## src/rtl/excc_pkg.sv

```systemverilog
// Shared types and helper functions for the exception controller.
// Assumes a 32-bit program counter and status word layout:
// [31:28] flags, [7] IRQ mask, [6] FIQ mask, [2:0] mode code.
package excc_pkg;

    typedef enum logic [2:0] {
        M_USR = 3'd0, M_FIQ = 3'd1, M_IRQ = 3'd2, M_SVC = 3'd3,
        M_ABT = 3'd4, M_UND = 3'd5, M_SYS = 3'd6
    } mode_e;

    typedef enum logic [2:0] {
        EX_NONE, EX_RST, EX_DABT, EX_FIQ, EX_IRQ, EX_PABT, EX_UND, EX_SWC
    } exc_e;

    typedef struct packed {
        logic [3:0] flags;
        logic       imask;
        logic       fmask;
        mode_e      mode;
    } stat_t;

    localparam int NUM_BANKS = 5;
    localparam int BANK_IW   = $clog2(NUM_BANKS);

    function automatic logic [31:0] pack_stat(stat_t s);
        return {s.flags, 20'd0, s.imask, s.fmask, 3'd0, 3'(s.mode)};
    endfunction

    function automatic stat_t unpack_stat(logic [31:0] w);
        stat_t s;
        s.flags = w[31:28];
        s.imask = w[7];
        s.fmask = w[6];
        s.mode  = mode_e'(w[2:0]);
        return s;
    endfunction

    function automatic logic has_bank(mode_e m);
        return (m == M_FIQ) || (m == M_IRQ) || (m == M_SVC) ||
               (m == M_ABT) || (m == M_UND);
    endfunction

    function automatic logic [BANK_IW-1:0] bank_idx(mode_e m);
        return BANK_IW'(3'(m) - 3'd1);
    endfunction

    function automatic mode_e exc_mode(exc_e k);
        case (k)
            EX_DABT, EX_PABT: return M_ABT;
            EX_FIQ:           return M_FIQ;
            EX_IRQ:           return M_IRQ;
            EX_UND:           return M_UND;
            default:          return M_SVC;
        endcase
    endfunction

    function automatic logic [31:0] vec_off(exc_e k);
        case (k)
            EX_UND:  return 32'h04;
            EX_SWC:  return 32'h08;
            EX_PABT: return 32'h0C;
            EX_DABT: return 32'h10;
            EX_IRQ:  return 32'h18;
            EX_FIQ:  return 32'h1C;
            default: return 32'h00;
        endcase
    endfunction

    function automatic logic [31:0] ret_adj(mode_e m);
        return (m == M_UND || m == M_SVC) ? 32'd4 : 32'd0;
    endfunction

endpackage

```

## src/rtl/excc_arbiter.sv

```systemverilog
// Fixed-priority selector for exception requests.
// Assumes the mask inputs come straight from the current status word.
module excc_arbiter
    import excc_pkg::*;
(
    input  logic rst_req,
    input  logic dabt_req,
    input  logic fiq_req,
    input  logic irq_req,
    input  logic pabt_req,
    input  logic und_req,
    input  logic swc_req,
    input  logic imask,
    input  logic fmask,
    output exc_e kind
);

    // Pick the highest-priority request that is not masked.
    always_comb begin
        if (rst_req)                 kind = EX_RST;
        else if (dabt_req)           kind = EX_DABT;
        else if (fiq_req && !fmask)  kind = EX_FIQ;
        else if (irq_req && !imask)  kind = EX_IRQ;
        else if (pabt_req)           kind = EX_PABT;
        else if (und_req)            kind = EX_UND;
        else if (swc_req)            kind = EX_SWC;
        else                         kind = EX_NONE;
    end

endmodule

```

## src/rtl/excc_bank.sv

```systemverilog
// Per-mode saved-status and link storage, one slot per mode that owns a copy.
// Assumes one write per cycle; reads are combinational.
module excc_bank #(
    parameter int NB = 5,
    parameter int DW = 32,
    localparam int IW = (NB > 1) ? $clog2(NB) : 1
) (
    input  logic          clk,
    input  logic          rst_n,
    input  logic          we,
    input  logic [IW-1:0] widx,
    input  logic [DW-1:0] wstat,
    input  logic [DW-1:0] wlink,
    input  logic [IW-1:0] ridx,
    output logic [DW-1:0] rstat,
    output logic [DW-1:0] rlink
);

    logic [DW-1:0] stat_arr [NB];
    logic [DW-1:0] link_arr [NB];

    for (genvar b = 0; b < NB; b++) begin : g_slot
        logic [DW-1:0] stat_q;
        logic [DW-1:0] link_q;

        // Capture status and link when this slot is the entry target.
        always_ff @(posedge clk) begin
            if (!rst_n) begin
                stat_q <= '0;
                link_q <= '0;
            end else if (we && (widx == IW'(b))) begin
                stat_q <= wstat;
                link_q <= wlink;
            end
        end

        assign stat_arr[b] = stat_q;
        assign link_arr[b] = link_q;
    end

    // Read the slot of the current mode; out-of-range reads give zero.
    always_comb begin
        rstat = '0;
        rlink = '0;
        if (ridx < IW'(NB)) begin
            rstat = stat_arr[ridx];
            rlink = link_arr[ridx];
        end
    end

endmodule

```

## src/rtl/exc_seq_ctrl.sv

```systemverilog
// Exception entry/return controller: owns the status word, performs entry
// (save, mode switch, masking, vectoring) and return (restore, redirect),
// and filters software status writes by privilege.
// Assumes requests are level signals sampled each clock edge.
module exc_seq_ctrl
    import excc_pkg::*;
#(
    parameter logic [31:0] VEC_BASE = 32'h0000_0000
) (
    input  logic        clk,
    input  logic        rst_n,
    input  logic        rst_req_i,
    input  logic        dabt_req_i,
    input  logic        fiq_req_i,
    input  logic        irq_req_i,
    input  logic        pabt_req_i,
    input  logic        und_req_i,
    input  logic        swc_req_i,
    input  logic [31:0] pc_i,
    input  logic        ret_i,
    input  logic        sr_wr_flags_i,
    input  logic        sr_wr_ctrl_i,
    input  logic [31:0] sr_wdata_i,
    output logic [2:0]  mode_o,
    output logic        priv_o,
    output logic        irq_mask_o,
    output logic        fiq_mask_o,
    output logic [31:0] status_o,
    output logic        redirect_o,
    output logic [31:0] redirect_pc_o
);

    logic [3:0]  flags_q;
    logic        imask_q;
    logic        fmask_q;
    mode_e       mode_q;
    logic        redirect_q;
    logic [31:0] redirect_pc_q;

    exc_e                kind;
    stat_t               cur_stat;
    stat_t               rest_stat;
    logic                bank_we;
    logic [BANK_IW-1:0]  bank_widx;
    logic [31:0]         bank_rstat;
    logic [31:0]         bank_rlink;
    logic                ret_ok;
    logic                ctrl_ok;

    excc_arbiter u_arb (
        .rst_req  (rst_req_i),
        .dabt_req (dabt_req_i),
        .fiq_req  (fiq_req_i),
        .irq_req  (irq_req_i),
        .pabt_req (pabt_req_i),
        .und_req  (und_req_i),
        .swc_req  (swc_req_i),
        .imask    (imask_q),
        .fmask    (fmask_q),
        .kind     (kind)
    );

    // Assemble the current status and the decode of this cycle's actions.
    always_comb begin
        cur_stat.flags = flags_q;
        cur_stat.imask = imask_q;
        cur_stat.fmask = fmask_q;
        cur_stat.mode  = mode_q;
        bank_we   = (kind != EX_NONE) && (kind != EX_RST);
        bank_widx = bank_idx(exc_mode(kind));
        ret_ok    = ret_i && (kind == EX_NONE) && has_bank(mode_q);
        ctrl_ok   = sr_wr_ctrl_i && (mode_q != M_USR) && (sr_wdata_i[2:0] != 3'd7);
        rest_stat = unpack_stat(bank_rstat);
    end

    excc_bank #(.NB(NUM_BANKS), .DW(32)) u_bank (
        .clk   (clk),
        .rst_n (rst_n),
        .we    (bank_we),
        .widx  (bank_widx),
        .wstat (pack_stat(cur_stat)),
        .wlink (pc_i),
        .ridx  (bank_idx(mode_q)),
        .rstat (bank_rstat),
        .rlink (bank_rlink)
    );

    // Status word and redirect sequencing: exception, then return, then writes.
    always_ff @(posedge clk) begin
        if (!rst_n) begin
            flags_q       <= '0;
            imask_q       <= 1'b1;
            fmask_q       <= 1'b1;
            mode_q        <= M_SVC;
            redirect_q    <= 1'b0;
            redirect_pc_q <= '0;
        end else begin
            redirect_q <= 1'b0;
            if (kind == EX_RST) begin
                flags_q       <= '0;
                imask_q       <= 1'b1;
                fmask_q       <= 1'b1;
                mode_q        <= M_SVC;
                redirect_q    <= 1'b1;
                redirect_pc_q <= VEC_BASE;
            end else if (kind != EX_NONE) begin
                mode_q        <= exc_mode(kind);
                imask_q       <= 1'b1;
                if (kind == EX_FIQ) fmask_q <= 1'b1;
                redirect_q    <= 1'b1;
                redirect_pc_q <= VEC_BASE + vec_off(kind);
            end else if (ret_ok) begin
                flags_q       <= rest_stat.flags;
                imask_q       <= rest_stat.imask;
                fmask_q       <= rest_stat.fmask;
                mode_q        <= rest_stat.mode;
                redirect_q    <= 1'b1;
                redirect_pc_q <= bank_rlink + ret_adj(mode_q);
            end else begin
                if (sr_wr_flags_i) flags_q <= sr_wdata_i[31:28];
                if (ctrl_ok) begin
                    imask_q <= sr_wdata_i[7];
                    fmask_q <= sr_wdata_i[6];
                    mode_q  <= mode_e'(sr_wdata_i[2:0]);
                end
            end
        end
    end

    assign mode_o        = 3'(mode_q);
    assign priv_o        = (mode_q != M_USR);
    assign irq_mask_o    = imask_q;
    assign fiq_mask_o    = fmask_q;
    assign status_o      = pack_stat(cur_stat);
    assign redirect_o    = redirect_q;
    assign redirect_pc_o = redirect_pc_q;


    irq_gate_chk: assert property (@(posedge clk) disable iff (!rst_n)
        imask_q |-> (kind != EX_IRQ));


    fiq_entry_masks_chk: assert property (@(posedge clk) disable iff (!rst_n)
        (kind == EX_FIQ) |=> (imask_o_both() && mode_q == M_FIQ));


    entry_redirect_chk: assert property (@(posedge clk) disable iff (!rst_n)
        (kind != EX_NONE) |=> redirect_o);


    ret_restore_chk: assert property (@(posedge clk) disable iff (!rst_n)
        ret_ok |=> (status_o == $past(bank_rstat)));


    no_ret_redirect_chk: assert property (@(posedge clk) disable iff (!rst_n)
        (ret_i && kind == EX_NONE && !has_bank(mode_q)) |=> !redirect_o);


    user_ctrl_lock_chk: assert property (@(posedge clk) disable iff (!rst_n)
        (mode_q == M_USR && kind == EX_NONE) |=> (mode_q == M_USR));

    function automatic logic imask_o_both();
        return irq_mask_o && fiq_mask_o;
    endfunction

endmodule

```

## config.mk

```make
export PLATFORM = sky130hd
export DESIGN_NAME = exc_seq_ctrl
export DESIGN_NICKNAME = d
export VERILOG_FILES = /design/src/rtl/excc_pkg.sv /design/src/rtl/excc_arbiter.sv /design/src/rtl/excc_bank.sv /design/src/rtl/exc_seq_ctrl.sv
export SDC_FILE = /design/constraint.sdc
export NUM_CORES = 1
export LEC_CHECK = 0
export ABC_AREA = 1
export ABC_CLOCK_PERIOD_IN_PS = 8660
export CORE_MARGIN = 4
export CORE_UTILIZATION = 45
export CTS_CLUSTER_SIZE = 24
export DETAILED_ROUTE_END_ITERATION = 8
export DONT_BUFFER_PORTS = 1
export GPL_TIMING_DRIVEN = 0
export PLACE_DENSITY_LB_ADDON = 0.12
export RECOVER_POWER = 100
export SETUP_SLACK_MARGIN = 0.1
export SYNTH_ARGS = -nofsm -noshare
export SYNTH_HDL_FRONTEND = slang
export SYNTH_SLANG_ARGS = --single-unit
```

## constraint.sdc

```tcl
create_clock -name clk -period 8.66 [get_ports clk]
set_input_delay 2.165 -clock clk [delete_from_list [all_inputs] [get_ports clk]]
set_output_delay 2.165 -clock clk [all_outputs]
set_load 0.02 [all_outputs]
```

==> results.json <==
{
  "cts.sinks": 247,
  "worstPathMaxFanout": 12,
  "vias": 11600,
  "ys_top_cells_by_area": "dfxtp_1 42%, nor2_1 13%, o21ai_0 10%, nand2_1 9.8%, nand3_1 5.3%",
  "fillCellCount": 2616,
  "max_slew.worst_pin.slew_ns": 0.883,
  "ys_seq_area_share_pct": 42.4,
  "seq_area_um2": 4940,
  "slowest_delay_ns": 0.69,
  "io_pins": 147,
  "gp_routability_congestion": 0.915,
  "critPathKind": "reg -> reg",
  "ys_types": 43,
  "ys.flop_type": "dfxtp_1",
  "die_area_um2": 28600,
  "final-setup-viol-count": 0,
  "clock_power_share_pct": 43.2,
  "crit_top_cell": "clkbuf_1",
  "overflow": 0,
  "nets": 1863,
  "rrSetupSlack_ns": 2.06,
  "tritoncts.num_buffers": 27,
  "first_iter_violations": 1099,
  "die_h_um": 169,
  "crit_start": "mode_o[0]$_SDFFE_PP1P_",
  "status": "finished clean",
  "powerDensity_nw_per_um2": 212,
  "p_int_w": 0.00200,
  "tns_ns": 0,
  "report.final.slew_viol_count": 0,
  "cts_setup_buffers": 0,
  "synth_cells": 1729,
  "seqPwrFrac_pct": 44.2,
  "p_sw_w": 0.000747,
  "finalClockSkew_ns": 0.0131,
  "wire_per_inst_um": 18.7,
  "drcViolationCount": 0,
  "track_usage_pct": 27.4,
  "post-place-ws_ns": 3.39,
  "synth_warnings": 0,
  "core_region_area_um2": 25300,
  "clk_latency_ns": 0.54,
  "cts_tree": "built",
  "r2r_cells": 19,
  "critPathBufInv": 6,
  "sw_frac_of_total_pct": 27.2,
  "synth_top_area_cell": "dfxtp_1",
  "hpwlAfterDp_um": 29000,
  "grt_first_pass_wirelength_um": 62100,
  "crit_arrival_ns": 7.01,
  "async_flop_share_pct": 0,
  "grt_max_degree": 13,
  "final_cell_area_um2": 13000,
  "start_util_pct": 46.1,
  "port_buffers": 0,
  "ctsResizeCount": 0,
  "synth-seq-cells": 247,
  "crit_path_start_kind": "flip-flop",
  "max_slew_margin_pct": 40.9,
  "critical-path-top-delay-family": "buffers and inverters",
  "cp_data_required_time_ns": 9.07,
  "drtAntennaViolNets": 0,
  "rr_endpoint": "redirect_pc_o[26]$_SDFFE_PP0P_",
  "grt_pass1_vias": 10800,
  "drive_gt1_share_pct": 7.12,
  "cts_root_buf": "clkbuf_16",
  "hold_violations": 0,
  "vias_per_cell": 5.44,
  "cts_hold_buffers": 0,
  "wirelength_um": 39900,
  "crit_end": "redirect_pc_o[26]$_SDFFE_PP0P_",
  "crit_path_cell_trace": "inv_1 -> clkbuf_1 -> clkbuf_1 -> ha_1 -> clkbuf_1 -> nand2_1 -> nor2_1 -> clkbuf_1 -> clkbuf_1 -> a32o_1 -> ha_1 -> ha_1 -> nand3_1 -> nor2_1 -> nand3_1 -> nor2_1 -> nand3_1 -> nand3_1 -> a21oi_1",
  "endpoint_kind": "flip-flop",
  "synth_top_area_share_pct": 42.4,
  "fmax_mhz": 151,
  "clk_path_buf_depth": 3,
  "num_rows": 58,
  "die_w_um": 169,
  "maxCapViolations": 0,
  "postPlaceCellArea_um2": 12200,
  "diodes": 0,
  "p_leak_nw": 5.12,
  "rsz0062_at_grt": "false",
  "hold_class": "reg -> reg",
  "combPwrFrac_pct": 12.5,
  "syn_to_final_growth_pct": 11.3,
  "irDropWorstVdd_v": 0.000180,
  "synth_area_per_cell_um2": 6.75,
  "first_pass_iters": 6,
  "synth_enable_flop_cells": 0,
  "min_period_ns": 6.60,
  "regToRegStartpoint": "mode_o[0]$_SDFFE_PP1P_",
  "layout_worst_path_cycle_share_pct": 76.3,
  "clk_pin_slew_ns": 0.06,
  "htree_num_levels": 1,
  "netlist_area_um2": 11700,
  "slowest_stage": "dfxtp_1",
  "multi_input_area_um2": 5810,
  "fin_ws_ns": 2.06,
  "antenna_found_initial": 1,
  "finish.utilization_pct": 51.3,
  "cp_num_cells": 19
}
[per-layer routing]
layer  up-vias  share of wire, %  global-route usage [%]
met5         -                 0                       0
met2       461                44                    43.8
met3        67               9.0                    5.93
met1      5379                44                    37.5
li1       5677                 -                       -
met4         0               2.7                    7.56
[cell families (layout without fill, tap and decap cells)]
logic type	count (synthesis)	count (layout)	synth area share, %
and+or+nand+nor	911	911	32.7
adders and majority gates	7	7	0.751
buffers and inverters	205	252	8.04
AOI/OAI and AO/OA	357	357	16.0
DFF	247	247	42.4
xor gates and xnor gates	1	1	0.0751
other	1	23	0.0321
[flip-flops by register name, summed over array words and instances (netlist names)]
name                  count
mode_o                    3
flags_q                   4
redirect_pc_o            32
irq_mask_o                1
u_bank.g_slot.stat_q     45
u_bank.g_slot.link_q    160
redirect_o                1
fiq_mask_o                1
[worst min-delay path: cells and delay by family, from the launching register on]
kind             cells  cell delay [ns]
DFF                  1             0.31
and+or+nand+nor      2             0.09
[final cells by class]
| type | instances | area share (%) |
|---|---|---|
| multi-input cells | 1299 | 44.7 |
| flip-flops and latches | 247 | 38.1 |
| clock buffers | 43 | 6.51 |
| plain buffers | 136 | 5.02 |
| well taps | 330 | 3.18 |
| inverters | 69 | 1.99 |
| clock inverters | 4 | 0.539 |
[power by group through the flow]
stage	registers, W	logic, W	clock network, W
after floorplan	0.00123	0.000238	0
after global placement	0.00124	0.000338	0
after detailed placement	0.00124	0.000340	0
after CTS	0.00122	0.000342	0.00120
after global routing	0.00122	0.000383	0.00125
final	0.00122	0.000345	0.00119
[how the worst min path moves through the flow]
| stage | startpoint | to | slack, ns | cells after the start |
|---|---|---|---|---|
| floorplan | u_bank.g_slot[0].stat_q[6]$_SDFFE_PN0P_ | u_bank.g_slot[0].stat_q[6]$_SDFFE_PN0P_ | 0.42 | 2 |
| global placement | u_bank.g_slot[1].stat_q[7]$_SDFFE_PN0P_ | u_bank.g_slot[1].stat_q[7]$_SDFFE_PN0P_ | 0.43 | 2 |
| detailed placement | u_bank.g_slot[0].stat_q[6]$_SDFFE_PN0P_ | u_bank.g_slot[0].stat_q[6]$_SDFFE_PN0P_ | 0.43 | 2 |
| CTS | u_bank.g_slot[0].stat_q[6]$_SDFFE_PN0P_ | u_bank.g_slot[0].stat_q[6]$_SDFFE_PN0P_ | 0.44 | 2 |
| global route | u_bank.g_slot[1].stat_q[7]$_SDFFE_PN0P_ | u_bank.g_slot[1].stat_q[7]$_SDFFE_PN0P_ | 0.47 | 2 |
| finish | u_bank.g_slot[0].stat_q[6]$_SDFFE_PN0P_ | u_bank.g_slot[0].stat_q[6]$_SDFFE_PN0P_ | 0.44 | 2 |
[cells in the final DEF (no fill, tap or decap), types with 11 or more instances in the layout]
cell type / count
a21oi_1: 85
buf_2: 20
buf_4: 27
clkbuf_1: 91
clkbuf_16: 27
clkbuf_8: 11
conb_1: 23
dfxtp_1: 247
inv_1: 65
nand2_1: 307
nand2_2: 18
nand3_1: 125
nand4_1: 13
nor2_1: 422
o21ai_0: 244
[per-stage QoR]
step | hold slack (ns) | power [W] | instances
5_1_grt | 0.468 | 0.00285 | 2128
6_report | 0.441 | 0.00275 | 2128
3_3_place_gp | 0.427 | 0.00158 | 2081
2_1_floorplan | 0.416 | 0.00147 | 1751
3_5_place_dp | 0.428 | 0.00158 | 2081
4_1_cts | 0.439 | 0.00276 | 2128
[cells in the mapped netlist (all sizes together), types with 2 or more instances]
cell type and n:
a21oi 85, a32o 3, a41oi 2, buf 61, clkbuf 75, dfxtp 247
ha 7, inv 68, nand2 330, nand3 125, nand4 14, nor2 431
nor3 9, o211ai 6, o21a 2, o21ai 245, o21bai 3, o22ai 4
o41ai 2
(Power assumes the default switching activity.)
